## src/rtl/mdio_pkg.sv

```systemverilog
package mdio_pkg;
  localparam int FRAME_W   = 32;  // bits in one management word
  localparam int PRE_LEN   = 32;  // bits of all-ones lead-in
  localparam int DATA_W    = 16;  // data field width
  localparam int REL_IDX   = 15;  // frame bit index where master releases the line on reads
  localparam int CAP_IDX   = FRAME_W - DATA_W;  // first sampled frame bit index
  localparam logic [1:0] OP_READ = 2'b10;

  typedef enum logic [1:0] {
    ST_IDLE  = 2'd0,
    ST_LEAD  = 2'd1,
    ST_SHIFT = 2'd2
  } seq_state_t;
endpackage

```

## src/rtl/mdio_mdc_gen.sv

```systemverilog
module mdio_mdc_gen #(
  parameter int SPD_W = 6
) (
  input  logic             clk,
  input  logic             rst,
  input  logic [SPD_W-1:0] speed,
  output logic             mdc,
  output logic             fall_evt,
  output logic             rise_evt
);
  localparam int CW = SPD_W + 2;

  logic [CW-1:0] cnt_q;
  logic [CW-1:0] half_lim;
  logic          mdc_q;
  logic          run;
  logic          tick;

  assign run      = (speed != '0);
  assign half_lim = CW'({speed, 1'b0}) - CW'(1);
  assign tick     = run && (cnt_q >= half_lim);
  assign fall_evt = tick && mdc_q;
  assign rise_evt = tick && !mdc_q;
  assign mdc      = mdc_q;

  always_ff @(posedge clk) begin
    if (rst) begin
      cnt_q <= '0;
      mdc_q <= 1'b0;
    end else if (!run) begin
      cnt_q <= '0;
      mdc_q <= 1'b0;
    end else if (tick) begin
      cnt_q <= '0;
      mdc_q <= !mdc_q;
    end else begin
      cnt_q <= cnt_q + CW'(1);
    end
  end

  AST_MDC_STOPPED: assert property (@(posedge clk) disable iff (rst)
    (speed == '0) |=> !mdc_q);
  AST_MDC_TOGGLE_RUNS: assert property (@(posedge clk) disable iff (rst)
    !$stable(mdc_q) |-> ($past(speed) != '0));
endmodule

```

## src/rtl/mdio_frame_reg.sv

```systemverilog
module mdio_frame_reg #(
  parameter int W = 32
) (
  input  logic         clk,
  input  logic         rst,
  input  logic         load,
  input  logic [W-1:0] wdata,
  input  logic         rot_en,
  input  logic         cap_en,
  input  logic         cap_bit,
  output logic [W-1:0] q,
  output logic         msb
);
  logic [W-1:0] q_r;

  assign q   = q_r;
  assign msb = q_r[W-1];

  // Rotate left so that after W shifts the word is back in place; a sampled
  // bit dropped into bit 0 travels to its final data position by the end.
  always_ff @(posedge clk) begin
    if (rst) begin
      q_r <= '0;
    end else if (load) begin
      q_r <= wdata;
    end else if (rot_en) begin
      q_r <= {q_r[W-2:0], q_r[W-1]};
    end else if (cap_en) begin
      q_r[0] <= cap_bit;
    end
  end

  AST_ROT_CAP_APART: assert property (@(posedge clk) disable iff (rst)
    !(rot_en && cap_en));
endmodule

```

## src/rtl/mdio_frame_ctl.sv

```systemverilog
module mdio_frame_ctl
  import mdio_pkg::*;
#(
  parameter int CNT_W = 7
) (
  input  logic clk,
  input  logic rst,
  input  logic start,
  input  logic wr_is_read,
  input  logic wr_no_pre,
  input  logic fall_evt,
  input  logic rise_evt,
  input  logic frame_msb,
  output logic rot_en,
  output logic cap_en,
  output logic mdio_o,
  output logic mdio_oe,
  output logic busy,
  output logic fin
);
  localparam logic [CNT_W-1:0] PRE_K  = CNT_W'(PRE_LEN);
  localparam logic [CNT_W-1:0] LAST_F = CNT_W'(FRAME_W - 1);
  localparam logic [CNT_W-1:0] REL_K  = CNT_W'(REL_IDX);
  localparam logic [CNT_W-1:0] CAP_K  = CNT_W'(CAP_IDX);

  seq_state_t       st_q;
  logic [CNT_W-1:0] k_q;
  logic             rd_q;
  logic             nopre_q;
  logic             o_q;
  logic             oe_q;

  logic [CNT_W-1:0] pre_len;
  logic [CNT_W-1:0] last_k;
  logic [CNT_W-1:0] nxt_k;
  logic [CNT_W-1:0] nxt_rel;
  logic [CNT_W-1:0] cur_rel;
  logic             last_bit;
  logic             advance;
  logic             nxt_is_frame;
  logic             cur_is_frame;
  logic             nxt_oe;

  assign pre_len      = nopre_q ? '0 : PRE_K;
  assign last_k       = pre_len + LAST_F;
  assign nxt_k        = (st_q == ST_LEAD) ? '0 : k_q + CNT_W'(1);
  assign nxt_rel      = nxt_k - pre_len;
  assign cur_rel      = k_q - pre_len;
  assign nxt_is_frame = (nxt_k >= pre_len);
  assign cur_is_frame = (k_q >= pre_len);
  assign last_bit     = (st_q == ST_SHIFT) && (k_q == last_k);
  assign advance      = fall_evt && ((st_q == ST_LEAD) || ((st_q == ST_SHIFT) && !last_bit));
  assign nxt_oe       = !(rd_q && nxt_is_frame && (nxt_rel >= REL_K));

  assign rot_en  = advance && nxt_is_frame;
  assign cap_en  = rise_evt && (st_q == ST_SHIFT) && rd_q && cur_is_frame && (cur_rel >= CAP_K);
  assign fin     = fall_evt && last_bit;
  assign busy    = (st_q != ST_IDLE);
  assign mdio_o  = o_q;
  assign mdio_oe = oe_q;

  always_ff @(posedge clk) begin
    if (rst) begin
      st_q    <= ST_IDLE;
      k_q     <= '0;
      rd_q    <= 1'b0;
      nopre_q <= 1'b0;
      o_q     <= 1'b1;
      oe_q    <= 1'b0;
    end else begin
      case (st_q)
        ST_IDLE: begin
          if (start) begin
            st_q    <= ST_LEAD;
            rd_q    <= wr_is_read;
            nopre_q <= wr_no_pre;
          end
        end
        default: begin
          if (fin) begin
            st_q <= ST_IDLE;
            k_q  <= '0;
            o_q  <= 1'b1;
            oe_q <= 1'b0;
          end else if (advance) begin
            st_q <= ST_SHIFT;
            k_q  <= nxt_k;
            o_q  <= nxt_is_frame ? frame_msb : 1'b1;
            oe_q <= nxt_oe;
          end
        end
      endcase
    end
  end

  AST_IDLE_RELEASED: assert property (@(posedge clk) disable iff (rst)
    (st_q == ST_IDLE) |-> !oe_q);
  AST_OUT_ON_FALL: assert property (@(posedge clk) disable iff (rst)
    !$stable(o_q) |-> $past(fall_evt));
  AST_OE_ON_FALL: assert property (@(posedge clk) disable iff (rst)
    !$stable(oe_q) |-> $past(fall_evt));
  AST_READ_RELEASED: assert property (@(posedge clk) disable iff (rst)
    ((st_q == ST_SHIFT) && rd_q && cur_is_frame && (cur_rel >= REL_K)) |-> !oe_q);
  AST_BIT_IN_RANGE: assert property (@(posedge clk) disable iff (rst)
    (st_q == ST_SHIFT) |-> (k_q <= last_k));
endmodule

```

## src/rtl/mdio_master.sv

```systemverilog
module mdio_master
  import mdio_pkg::*;
#(
  parameter int SPD_W = 6
) (
  input  logic             clk,
  input  logic             rst,
  input  logic             frame_wr,
  input  logic [31:0]      frame_wdata,
  input  logic [SPD_W-1:0] speed,
  input  logic             no_preamble,
  input  logic             flag_clr,
  input  logic             mdio_i,
  output logic [31:0]      frame_q,
  output logic             mdc,
  output logic             mdio_o,
  output logic             mdio_oe,
  output logic             busy,
  output logic             done_flag
);
  localparam int CNT_W = $clog2(PRE_LEN + FRAME_W + 1);

  logic fall_evt, rise_evt;
  logic rot_en, cap_en;
  logic frame_msb;
  logic fin;
  logic start;
  logic done_q;

  assign start     = frame_wr && !busy && (speed != '0);
  assign done_flag = done_q;

  mdio_mdc_gen #(.SPD_W(SPD_W)) u_mdc (
    .clk      (clk),
    .rst      (rst),
    .speed    (speed),
    .mdc      (mdc),
    .fall_evt (fall_evt),
    .rise_evt (rise_evt)
  );

  mdio_frame_reg #(.W(FRAME_W)) u_reg (
    .clk     (clk),
    .rst     (rst),
    .load    (frame_wr),
    .wdata   (frame_wdata),
    .rot_en  (rot_en),
    .cap_en  (cap_en),
    .cap_bit (mdio_i),
    .q       (frame_q),
    .msb     (frame_msb)
  );

  mdio_frame_ctl #(.CNT_W(CNT_W)) u_ctl (
    .clk        (clk),
    .rst        (rst),
    .start      (start),
    .wr_is_read (frame_wdata[29:28] == OP_READ),
    .wr_no_pre  (no_preamble),
    .fall_evt   (fall_evt),
    .rise_evt   (rise_evt),
    .frame_msb  (frame_msb),
    .rot_en     (rot_en),
    .cap_en     (cap_en),
    .mdio_o     (mdio_o),
    .mdio_oe    (mdio_oe),
    .busy       (busy),
    .fin        (fin)
  );

  always_ff @(posedge clk) begin
    if (rst) done_q <= 1'b0;
    else     done_q <= (done_q && !flag_clr) || fin;
  end

  AST_NO_START_SPD0: assert property (@(posedge clk) disable iff (rst)
    (frame_wr && (speed == '0) && !busy) |=> !busy);
  AST_DONE_AFTER_FRAME: assert property (@(posedge clk) disable iff (rst)
    $rose(done_q) |-> $past(busy));
  AST_DONE_STICKY: assert property (@(posedge clk) disable iff (rst)
    (done_q && !flag_clr) |=> done_q);
endmodule

```

## config.mk

```make
export PLATFORM = sky130hd
export DESIGN_NAME = mdio_master
export DESIGN_NICKNAME = d
export VERILOG_FILES = /design/src/rtl/mdio_pkg.sv /design/src/rtl/mdio_mdc_gen.sv /design/src/rtl/mdio_frame_reg.sv /design/src/rtl/mdio_frame_ctl.sv /design/src/rtl/mdio_master.sv
export SDC_FILE = /design/constraint.sdc
export NUM_CORES = 1
export LEC_CHECK = 0
export BUFFER_PORTS_ARGS = -buffer_cell sky130_fd_sc_hd__buf_2
export CAP_MARGIN = 20
export CORE_UTILIZATION = 54
export DETAILED_ROUTE_END_ITERATION = 10
export PLACE_DENSITY = 0.77
export SYNTH_ARGS = -nofsm -noshare
export SYNTH_HDL_FRONTEND = slang
export SYNTH_SLANG_ARGS = --single-unit
```

## constraint.sdc

```tcl
create_clock -name clk -period 3.5 [get_ports clk]
set_input_delay 0.525 -clock clk [delete_from_list [all_inputs] [get_ports clk]]
set_output_delay 0.525 -clock clk [all_outputs]
set_load 0.005 [all_outputs]
```

# [Word level (Yosys, flattened, before mapping)]
# Cells that the tools add are included.
[totals] register_bits=55 output_inout_bits=37
[classes] reduce_logical=36 n_addsub=6 n_eq_ne=5 n_bitwise=2 n_lt_le_gt_ge=5 muxes=17
[op_table] op="$mux 32" count=1
[op_table] op="$mux 31" count=1
[op_table] op="$mux 7" count=3
[op_table] op="$logic_and 1x1->1" count=17
[op_table] op="$ge 7x7->1" count=2
[op_table] op="$sub 7x7->7" count=2
[op_table] op="$add 8x1->8 const B" count=1
[op_table] op="$ge 8x8->1" count=1
[op_table] op="$mux 2" count=4
[op_table] op="$sub 7x1->8 const B" count=1
[op_table] op="$add 7x1->7 const B" count=1
[op_table] op="$add 7x5->7 const B" count=1
[op_table] op="$eq 7x7->1" count=1
[op_table] op="$ge 7x4->1 const B" count=1
[op_table] op="$ge 7x5->1 const B" count=1
[op_table] op="$mux 1" count=7
[op_table] op="$mux 6" count=1
[op_table] op="$reduce_and 2->1" count=3
[op_table] op="$reduce_bool 2->1" count=3
[op_table] op="$reduce_bool 3->1" count=2
[op_table] op="$reduce_bool 6->1" count=1
[op_table] op="$logic_not 1->1" count=5
[op_table] op="$eq 2x2->1 const B" count=2
[op_table] op="$reduce_or 3->1" count=1
[op_table] op="6 further kinds" count=8

# [Longest topological paths before layout]
# Gate-level depths: netlist of run 1.
[logic_depth] ltp_word=11 ltp_mapped=12 depth_no_buf=11

# [Cells and area by module]
# A second synthesis of run 1 with hierarchy kept.
[hier_totals] hier_cells=349 hier_area_um2=3184.3
[by_module_without_submodules] module="mdio_frame_reg" n_inst=1 cells_each=146 area_per_inst_um2=1555.2
[by_module_without_submodules] module="mdio_frame_ctl" n_inst=1 cells_each=124 area_per_inst_um2=949.7
[by_module_without_submodules] module="mdio_mdc_gen" n_inst=1 cells_each=70 area_per_inst_um2=610.6
[by_module_without_submodules] module="mdio_master" n_inst=1 cells_each=9 area_per_inst_um2=68.8

# [Worst setup path after synthesis of run 1]
# OpenSTA, ideal clock, no wires.
[synth_path] kind="input to register" from="in speed[0]" to="reg u_reg.q_r[18], in the netlist u_reg.q[18]" arrival_ns=2.833 slack_ns=0.568 path_stages=12 path_cell_list="inv_1 ha_1 nand2_1 xor2_1 ha_1 and3_1 a221o_1 a22oi_4 a211oi_2 clkbuf_1 and3_1 a2111oi_4"
[synth_via] elab_chain_cells=7
[synth_rtl] item="start, declared" line_no="mdio_master.sv:10" source="input logic [SPD_W-1:0] speed,"
[synth_rtl] item="$sub 7x1->8" line_no="mdio_mdc_gen.sv:20" source="assign half_lim = CW'({speed, 1'b0}) - CW'(1);"
[synth_rtl] item="$ge 8x8->1" line_no="mdio_mdc_gen.sv:21" source="assign tick = run && (cnt_q >= half_lim);"
[synth_rtl] item="$logic_and 1x1->1 (*)" line_no="mdio_mdc_gen.sv:21"
[synth_rtl] item="$logic_and 1x1->1 (*)" line_no="mdio_mdc_gen.sv:22" source="assign fall_evt = tick && mdc_q;"
[synth_rtl] item="$logic_and 1x1->1 (*)" line_no="mdio_frame_ctl.sv:52" source="assign advance = fall_evt && ((st_q == ST_LEAD) || ((st_q == ST_SHIFT) && !last_bit));"
[synth_rtl] item="$logic_and 1x1->1 (*)" line_no="mdio_frame_ctl.sv:55" source="assign rot_en = advance && nxt_is_frame;"
[synth_rtl] item="$reduce_bool 2->1 (no line) (*)"
[synth_rtl] item="end signal, assigned" line_no="mdio_frame_reg.sv:25" source="q_r <= wdata;"
[synth_rtl] item="end signal, assigned" line_no="mdio_frame_reg.sv:27" source="q_r <= {q_r[W-2:0], q_r[W-1]};"
[synth_rtl] item="end, declared" line_no="mdio_frame_reg.sv:14" source="logic [W-1:0] q_r;"
# Every way passes the cells marked *; elsewhere a longest branch is shown, timed or not.
# A chain may end at the register's enable or synchronous reset.

# [Final worst setup path of run 1]
[layout_path] from="reg u_ctl.k_q[1]" to="reg u_reg.q_r[5], in the netlist u_reg.q[5]"
[layout_via] elab_chain_cells=8
[layout_rtl] item="start, declared" line_no="mdio_frame_ctl.sv:27" source="logic [CNT_W-1:0] k_q;"
[layout_rtl] item="start signal, assigned" line_no="mdio_frame_ctl.sv:87" source="k_q <= nxt_k;"
[layout_rtl] item="parallel branches: the longest is 6 deep, another holds $add 7x1->7"
[layout_rtl] item="$logic_and 1x1->1 (*)" line_no="mdio_frame_ctl.sv:55"
[layout_rtl] item="$reduce_bool 2->1 (no line) (*)"
# Every way passes the cells marked *.

==> results.txt, run 1 <==
Status: finished, final reports clean
PortBufs: 80
Root buffer selected by CTS: clkbuf_8
Clock sinks: 55
Syn Inst Count: 378
Crit path largest cell delay: 0.44 ns
Row cnt: 28
Reg2Reg Depth: 10
Die Y-Extent: 80.98 microns
FFs w/ async S/R, synth: 0%
Placed insts: 511
Clk Latency, worst-skew pair: 0.31 ns
Synth area leaders: dfxtp_1 33%, a2111oi_2 8.9%, nor2_1 6.0%, ha_1 5.9%, nor2b_1 5.8%
Num CTS Buffers: 5
HP Class: in -> reg
Total power: 1.391 mW
Core ar.: 5956 sq um
IO Pins: 81
Syn nets: 438
Area leader, netlist: dfxtp_1
R2r endpoint: u_reg.q[5]
Global-route usage over all layers: 23.97%
Slew at the pin with the worst max-slew slack: 0.8695 ns
Avg Inst Size Synth: 8.911 sq um
CTS Hold Buffers Added: 0
Max Cap Violations: 0
Worst Hold Launch: no_preamble
H-tree levels: 2
First-pass GRT wire length: 12,400 microns
#FFs+latches synth: 55
Hold Vio Cnt, Final: 0
Largest net degree at the start of global routing: 51
Max Fclk: 0.3183 GHz
CP Cell Sequence: ha_1 -> and4_4 -> nand2_1 -> xnor2_1 -> or2_2 -> ha_1 -> and2_1 -> a32oi_4 -> nand2_4 -> a2111oi_0
Period utilization: 89.77%
Layout cells sized above 1: 28.83%
Ys flop type: dfxtp_1
Violation count after the first detailed-route iteration: 145
Top cell type's share of synthesized area: 32.69%
Cell variety after synth: 57
TritonCTS clock tree: done
Antenna diodes: 0
Reg2reg setup slack: 0.36 ns
Worst-case clock buffer depth: 2
P&R area growth vs syn: 16.08%
Pins Over Slew Limit: 0
Routed WL: 7508 microns
Vias in the first global route: 2,697
Vias: 2,979
Hpwl dp: 5477 microns
Final min period: 3.142 ns
Setup-failing EPs final: 0
CP Capture Type: flip-flop
Synth warnings: 0
Post-synthesis sequential area ratio: 32.69%
Hold depth: 3
Hold Crit Endpoint: u_ctl.nopre_q
LEAKAGE: 1.717 nW
DIE AREA: 6557 sq um
Initial antenna violation count: 0
WP buf/inv: 0
DRC: 0
Final instance count without filler cells: 519
Synthesized area: 3368 sq um
Sum Neg Setup Slack: 0 ns
Clock slew at reported path FFs: 0.10 ns
Chip width: 80.98 microns
Starting Density: 56.55%
CTS resizes: 0
Reg2reg start: u_ctl.k_q[1]
Crit Path Class: reg -> reg
Final Skew: 0.01089 ns
Slew HR: 42.03%
Most used cell along the critical path: ha_1
WP data arrival: 3.34 ns
CP Max Fanout: 28
DRT antenna net count: 0
Grt total ovfl: 0
GP Congestion: 0.8628
Drt wl/cell: 14.47 microns
Initial DRT Pass Iterations: 4
Post-synth EDFFs: 0
WP data required: 3.70 ns
Final net count: 503
# Post-CTS Setup Buffers: 0
Crit path launch type: flip-flop
Pwr per Cell Area: 355.6 nW/um^2
Slowest CP cell: dfxtp_1
Vias per std cell: 5.740
VDD IR max: 202.7 uV
RSZ-0062 raised after global routing: no
Largest delay share family, worst path: simple AND/OR/NAND/NOR gates
worst register-to-register path, stage by stage (launching register included):
cell	delay [ns]
dfxtp_1	0.44
ha_1	0.35
and4_4	0.28
nand2_1	0.09
xnor2_1	0.13
or2_2	0.28
ha_1	0.25
and2_1	0.19
a32oi_4	0.27
nand2_4	0.30
a2111oi_0	0.44
through the flow:
step           instance area, sq um  utilization (%)  hold slack [ns]  setup WS, ns
2_1_floorplan                  3368                -           0.4414        0.5680
3_3_place_gp                   3774            63.36           0.4572        0.2705
3_5_place_dp                   3774            63.36           0.4707        0.1613
6_report                       3910            65.65           0.4473        0.3582
5_1_grt                        3910            65.65           0.4874      0.006798
4_1_cts                        3910            65.65           0.4422        0.3418
where the power goes:
part | internal, mW | total (mW) | switching [mW]
logic | 0.0992 | 0.215 | 0.115
clock network | 0.285 | 0.498 | 0.212
registers | 0.657 | 0.678 | 0.0210
total | 1.04 | 1.39 | 0.349
routing by layer:
layer	vias to the layer above	global-route usage, %	share of wire (%)
met1	1362	31.41	47
met3	10	4.157	5.9
met4	0	7.857	1.3
li1	1510	-	-
met5	-	0	0
met2	97	39.66	46
area by class of cell:
cell class | instances | area [sq um]
clock inverters | 3 | 67.56
clock buffers | 5 | 68.82
well taps | 75 | 93.84
flip-flops and latches | 55 | 1101
repair buffers | 86 | 457.9
fillers | 513 | 2046
multi-input cells | 284 | 2079
inverters | 11 | 41.29
registers in the layout, summed over array words and instances, names as in the netlist:
signal and flops:
done_flag 1, u_ctl.k_q 7, u_ctl.mdio_o 1, u_ctl.mdio_oe 1, u_ctl.nopre_q 1, u_ctl.rd_q 1, u_ctl.st_q 2, u_mdc.cnt_q 8
u_mdc.mdc 1, u_reg.q 32
Yosys cell counts, types with 6 or more instances:
| cell | n |
|---|---|
| clkbuf_1 | 18 |
| nor3_1 | 6 |
| a21oi_1 | 11 |
| xnor2_1 | 7 |
| and3_1 | 30 |
| o21ai_0 | 9 |
| a2111oi_2 | 20 |
| nor2b_1 | 31 |
| inv_1 | 11 |
| nand2_1 | 12 |
| nor2_1 | 54 |
| nand3_1 | 15 |
| xor2_1 | 9 |
| ha_1 | 16 |
| dfxtp_1 | 55 |
| a2111oi_0 | 6 |
logic make-up (layout without fill, tap and decap cells):
family	after synthesis	in the layout	synth area share (%)
simple gates	173	173	27.67
compound gates	77	77	23.37
flops	55	55	32.69
buf+inv	39	105	5.572
fa+ha+maj	16	16	5.943
xor+xnor	16	16	4.161
mux	2	2	0.5944
cells in the final DEF, fill, tap and decap left out, types with 4 or more instances in the layout:
master	netlist	final
buf_2	2	80
dfxtp_1	55	55
nor2_1	54	54
nor2b_1	31	31
and3_1	30	30
a2111oi_2	20	20
ha_1	16	16
nand3_1	15	15
nand2_1	12	12
inv_1	11	11
a21oi_1	11	11
xor2_1	9	9
o21ai_0	9	9
xnor2_1	7	7
nor3_1	6	6
a2111oi_0	6	6
clkbuf_8	0	5
buf_4	4	5
and2_1	4	4
how the worst max path moves through the flow:
| stage | cells after the start | slack, ns | from | to |
|---|---|---|---|---|
| finish | 10 | 0.36 | u_ctl.k_q[1] | u_reg.q[5] |
| global route | 10 | 0.007 | u_ctl.k_q[1] | u_reg.q[3] |
| CTS | 10 | 0.34 | u_ctl.k_q[1] | u_reg.q[5] |
| detailed placement | 11 | 0.16 | speed[3] | u_reg.q[5] |
| global placement | 11 | 0.27 | speed[3] | u_reg.q[3] |
| floorplan | 12 | 0.57 | speed[0] | u_reg.q[18] |
Power figures use the tool's default switching activity.
==> inputs of run 2 (changes only) <==
--- a/config.mk
+++ b/config.mk
@@ -7,6 +7,7 @@
 export LEC_CHECK = 0
 export BUFFER_PORTS_ARGS = -buffer_cell sky130_fd_sc_hd__buf_2
 export CAP_MARGIN = 20
+export CORE_MARGIN = 8
 export CORE_UTILIZATION = 54
 export DETAILED_ROUTE_END_ITERATION = 10
 export PLACE_DENSITY = 0.77
==> results.txt, run 2 (same netlist as run 1, synthesis figures left out) <==
DRT antenna net count: 0
Vias in the first global route: 2,925
Final net count: 503
Crit path launch type: flip-flop
VDD IR max: 193.3 uV
Root buffer selected by CTS: clkbuf_8
PortBufs: 80
CTS Hold Buffers Added: 0
Global-route usage over all layers: 18.49%
Util after Layout: 65.27%
Slew HR: 39.25%
CP Max Fanout: 28
DIE AREA: 9020 sq um
GP Congestion: 0.8685
Clock sinks: 55
Starting Density: 56.22%
Most frequent cells in the layout: 80 x buf_2, 55 x dfxtp_1, 54 x nor2_1
R2r endpoint: u_reg.q[2]
Layout cells sized above 1: 28.83%
Hold depth: 3
Final min period: 3.229 ns
Critical path launch point: u_ctl.k_q[1]
Largest register FFs: 32
# Post-CTS Setup Buffers: 0
Initial antenna violation count: 0
Pins Over Slew Limit: 0
Vias: 2,981
Drt wl/cell: 15.88 microns
Clk Latency, worst-skew pair: 0.32 ns
Total power: 1.397 mW
Largest net degree at the start of global routing: 43
RSZ-0062 raised after global routing: no
Slew at the pin with the worst max-slew slack: 0.9113 ns
Antenna diodes: 0
Final Skew: 0.01538 ns
HP Class: in -> reg
CP Capture Type: flip-flop
IO Pins: 81
Sum Neg Setup Slack: 0 ns
TritonCTS clock tree: done
Violation count after the first detailed-route iteration: 191
Num CTS Buffers: 5
Pwr per Cell Area: 357.2 nW/um^2
Reg2Reg Depth: 10
Core ar.: 5991 sq um
Chip width: 94.98 microns
Reg2reg setup slack: 0.27 ns
WP data required: 3.69 ns
Die Y-Extent: 94.98 microns
Status: finished, final reports clean
Clock slew at reported path FFs: 0.11 ns
Most common cell after layout, fill and taps aside: buf_2
Hold Vio Cnt, Final: 0
WP data arrival: 3.42 ns
Max Fclk: 0.3097 GHz
P&R area growth vs syn: 16.08%
Worst-case clock buffer depth: 2
Routed WL: 8240 microns
LEAKAGE: 1.717 nW
Setup-failing EPs final: 0
Crit Path Class: reg -> reg
Hpwl dp: 6210 microns
Grt total ovfl: 0
Period utilization: 92.27%
Max Cap Violations: 0
First-pass GRT wire length: 13,790 microns
Row cnt: 28
DRC: 0
Initial DRT Pass Iterations: 4
CP Capture Point: u_reg.q[2]
Reg2reg start: u_ctl.k_q[1]
Vias per std cell: 5.744
CTS resizes: 0
H-tree levels: 2
[run 2: cell counts in the layout (fill, tap and decap cells not counted)]
No cell type changed its count.
[run 2: where the power goes]
part           switching, mW  internal [mW]  total, mW
Clock                  0.215          0.285      0.500
Combinational          0.118         0.0990      0.217
Sequential            0.0221          0.657      0.680
Total                  0.355           1.04       1.40
[run 2: layer usage]
metal	wire length (microns)	track usage [%]	up-vias
met5	0	0	-
met4	74	3.771	0
met3	584	4.683	8
met2	3769	29.95	83
met1	3811	24.22	1386
li1	-	-	1504
[run 2: area by class of cell]
class                   instances  area, sq um
fillers                       509         2081
multi-input cells             284         2079
flip-flops and latches         55         1101
repair buffers                 86        457.9
well taps                      75        93.84
clock buffers                   5        68.82
clock inverters                 3        67.56
inverters                      11        41.29
[run 2: worst min-delay path by stage]
stage	to	slack [ns]	startpoint
floorplan	u_mdc.cnt_q[0]	0.44	u_mdc.cnt_q[0]
global placement	u_ctl.mdio_oe	0.46	u_ctl.mdio_oe
detailed placement	u_ctl.mdio_oe	0.47	u_ctl.mdio_oe
CTS	u_ctl.nopre_q	0.45	no_preamble
global route	u_ctl.nopre_q	0.47	no_preamble
finish	u_ctl.nopre_q	0.45	no_preamble
[run 2: through the flow]
stage	area (sq um)	cells	hold slack, ns	setup slack (ns)
2_1_floorplan	3368	378	0.4414	0.5680
3_3_place_gp	3774	511	0.4579	0.2669
3_5_place_dp	3774	511	0.4655	0.1036
4_1_cts	3910	519	0.4474	0.2821
5_1_grt	3910	519	0.4714	0.07374
6_report	3910	519	0.4513	0.2706
[run 2: critical path, cell delays in order (launching register included)]
cell and delay (ns):
dfxtp_1 0.44, ha_1 0.36, and4_4 0.28, nand2_1 0.08, xnor2_1 0.14, or2_2 0.29
ha_1 0.25, and2_1 0.19, a32oi_4 0.28, nand2_4 0.31, a2111oi_0 0.48
==> inputs of run 3 (changes only) <==
--- a/config.mk
+++ b/config.mk
@@ -8,9 +8,10 @@
 export BUFFER_PORTS_ARGS = -buffer_cell sky130_fd_sc_hd__buf_2
 export CAP_MARGIN = 20
 export CORE_MARGIN = 8
-export CORE_UTILIZATION = 54
+export CORE_UTILIZATION = 49
 export DETAILED_ROUTE_END_ITERATION = 10
-export PLACE_DENSITY = 0.77
+export PLACE_DENSITY = 0.74
+export SLEW_MARGIN = 20
 export SYNTH_ARGS = -nofsm -noshare
 export SYNTH_HDL_FRONTEND = slang
 export SYNTH_SLANG_ARGS = --single-unit
==> constraint.sdc (replaced) <==
create_clock -name clk -period 2.7 [get_ports clk]
set_input_delay 0.405 -clock clk [delete_from_list [all_inputs] [get_ports clk]]
set_output_delay 0.405 -clock clk [all_outputs]
set_load 0.005 [all_outputs]
==> results.txt, run 3 (same netlist as run 1, synthesis figures left out) <==
Pwr per Cell Area: 382.2 nW/um^2
Core ar.: 6719 sq um
Slew at the pin with the worst max-slew slack: 0.8022 ns
Slew HR: 46.52%
Vias: 3,175
Largest register FFs: 32
Initial DRT Pass Iterations: 4
Grt total ovfl: 0
Reg2Reg Depth: 11
Reg2reg start: u_ctl.k_q[0]
Period utilization: 95.75%
Crit path launch type: input pin
First-pass GRT wire length: 14,330 microns
Chip width: 98.91 microns
R2r endpoint: u_reg.q[4]
Vias in the first global route: 3,072
DRC: 0
IO Pins: 81
GP Congestion: 0.8746
Hold Crit Endpoint: u_ctl.nopre_q
Die Y-Extent: 98.91 microns
Worst Hold Launch: no_preamble
HP Class: in -> reg
LEAKAGE: 1.877 nW
Violation count after the first detailed-route iteration: 104
Hold depth: 3
DIE AREA: 9783 sq um
Antenna diodes: 0
CP Max Fanout: 10
Layout cells sized above 1: 43.36%
Crit Path Class: in -> reg
P&R area growth vs syn: 33.73%
WP data arrival: 2.80 ns
Clk Latency, worst-skew pair: 0.31 ns
Num CTS Buffers: 5
Drt wl/cell: 15.95 microns
Initial antenna violation count: 0
Final net count: 541
Clock sinks: 55
Max Cap Violations: 0
PortBufs: 80
RSZ-0062 raised after global routing: yes
Row cnt: 30
Reg2reg setup slack: 0.12 ns
Root buffer selected by CTS: clkbuf_8
H-tree levels: 2
Total power: 1.721 mW
Worst-case clock buffer depth: 2
Pins Over Slew Limit: 0
Clock slew at reported path FFs: 0.10 ns
Worst slack at placement: -0.3917 ns
VDD IR max: 322.9 uV
CP Capture Type: flip-flop
Hpwl dp: 6840 microns
Most common cell after layout, fill and taps aside: buf_2
Final Skew: 0.01052 ns
Setup-failing EPs final: 0
Sum Neg Setup Slack: 0 ns
Starting Density: 50.13%
Fin worst setup slack: 0.1148 ns
Hold WS: 0.3241 ns
Final min period: 2.585 ns
TritonCTS clock tree: done
DRT antenna net count: 0
Status: finished, final reports clean
Routed WL: 8965 microns
Max Fclk: 0.3868 GHz
Most frequent cells in the layout: 80 x buf_2, 53 x nor2_1, 53 x dfxtp_1
Global-route usage over all layers: 17.37%
Vias per std cell: 5.649
WP data required: 2.91 ns
Hold Vio Cnt, Final: 0
Largest net degree at the start of global routing: 38
CTS Hold Buffers Added: 0
## run 3: changes by cell type in the layout (fill, tap and decap cells not counted), moves of 3 or more
cell,before,now
buf_4,5,38
and3_1,30,8
and3_4,0,22
a2111oi_0,6,0
a2111oi_4,2,8
buf_6,0,4
ha_1,16,12
ha_4,0,3
## run 3: area by class of cell
type,instances,area (sq um)
fill,531,2215
sequential,55,1104
inverter,11,41.29
timing repair buffer,124,770.7
multi-input combinational,284,2390
clock inverter,2,16.27
tap,80,100.1
clock buffer,6,82.58
## run 3: critical path, cell delays in order
cell	delay (ns)
buf_2	0.13
nor3_2	0.14
nand2_1	0.08
xor2_1	0.15
ha_1	0.33
and3_1	0.21
a221o_1	0.38
a22oi_4	0.23
a211oi_4	0.09
buf_6	0.17
and3_1	0.17
a2111oi_2	0.32
## run 3: per-layer routing
metal | GRT usage (%) | up-vias | share of wire, %
li1 | - | 1582 | -
met1 | 21.23 | 1507 | 46
met2 | 28.85 | 76 | 48
met3 | 5.004 | 10 | 5.3
met4 | 4.841 | 0 | 1.2
met5 | 0 | - | 0
## run 3: power breakdown
part	internal [mW]	switching (mW)	total, mW
Clock	0.210	0.284	0.494
Combinational	0.168	0.179	0.347
Sequential	0.852	0.0280	0.880
## run 3: worst max path at each step
stage	from	end	slack [ns]	depth (start not counted)
2_1_floorplan	speed[4]	u_reg.q[18]	-0.04	11
3_3_place_gp	speed[2]	u_reg.q[31]	-0.17	13
3_5_place_dp	speed[3]	u_reg.q[4]	-0.39	12
4_1_cts	u_ctl.k_q[1]	u_reg.q[22]	0.006	11
5_1_grt	speed[3]	u_reg.q[31]	-0.03	12
6_report	speed[1]	u_reg.q[2]	0.11	12
## run 3: what timing repair did
| item | CTS | global route |
|---|---|---|
| pin swaps | 0 | 4 |
| setup buffers | 0 | 3 |
| setup endpoints to repair | 2 | 33 |
| cloned | 0 | 0 |
| gates resized for setup | 4 | 28 |
## run 3: stage by stage
| stage | instance area, sq um | util, % | instances |
|---|---|---|---|
| global route | 4504 | 67.04 | 562 |
| floorplan | 3558 | - | 378 |
| detailed placement | 4202 | 62.53 | 551 |
| global placement | 4202 | 62.53 | 551 |
| finish | 4504 | 67.04 | 562 |
| CTS | 4313 | 64.19 | 559 |
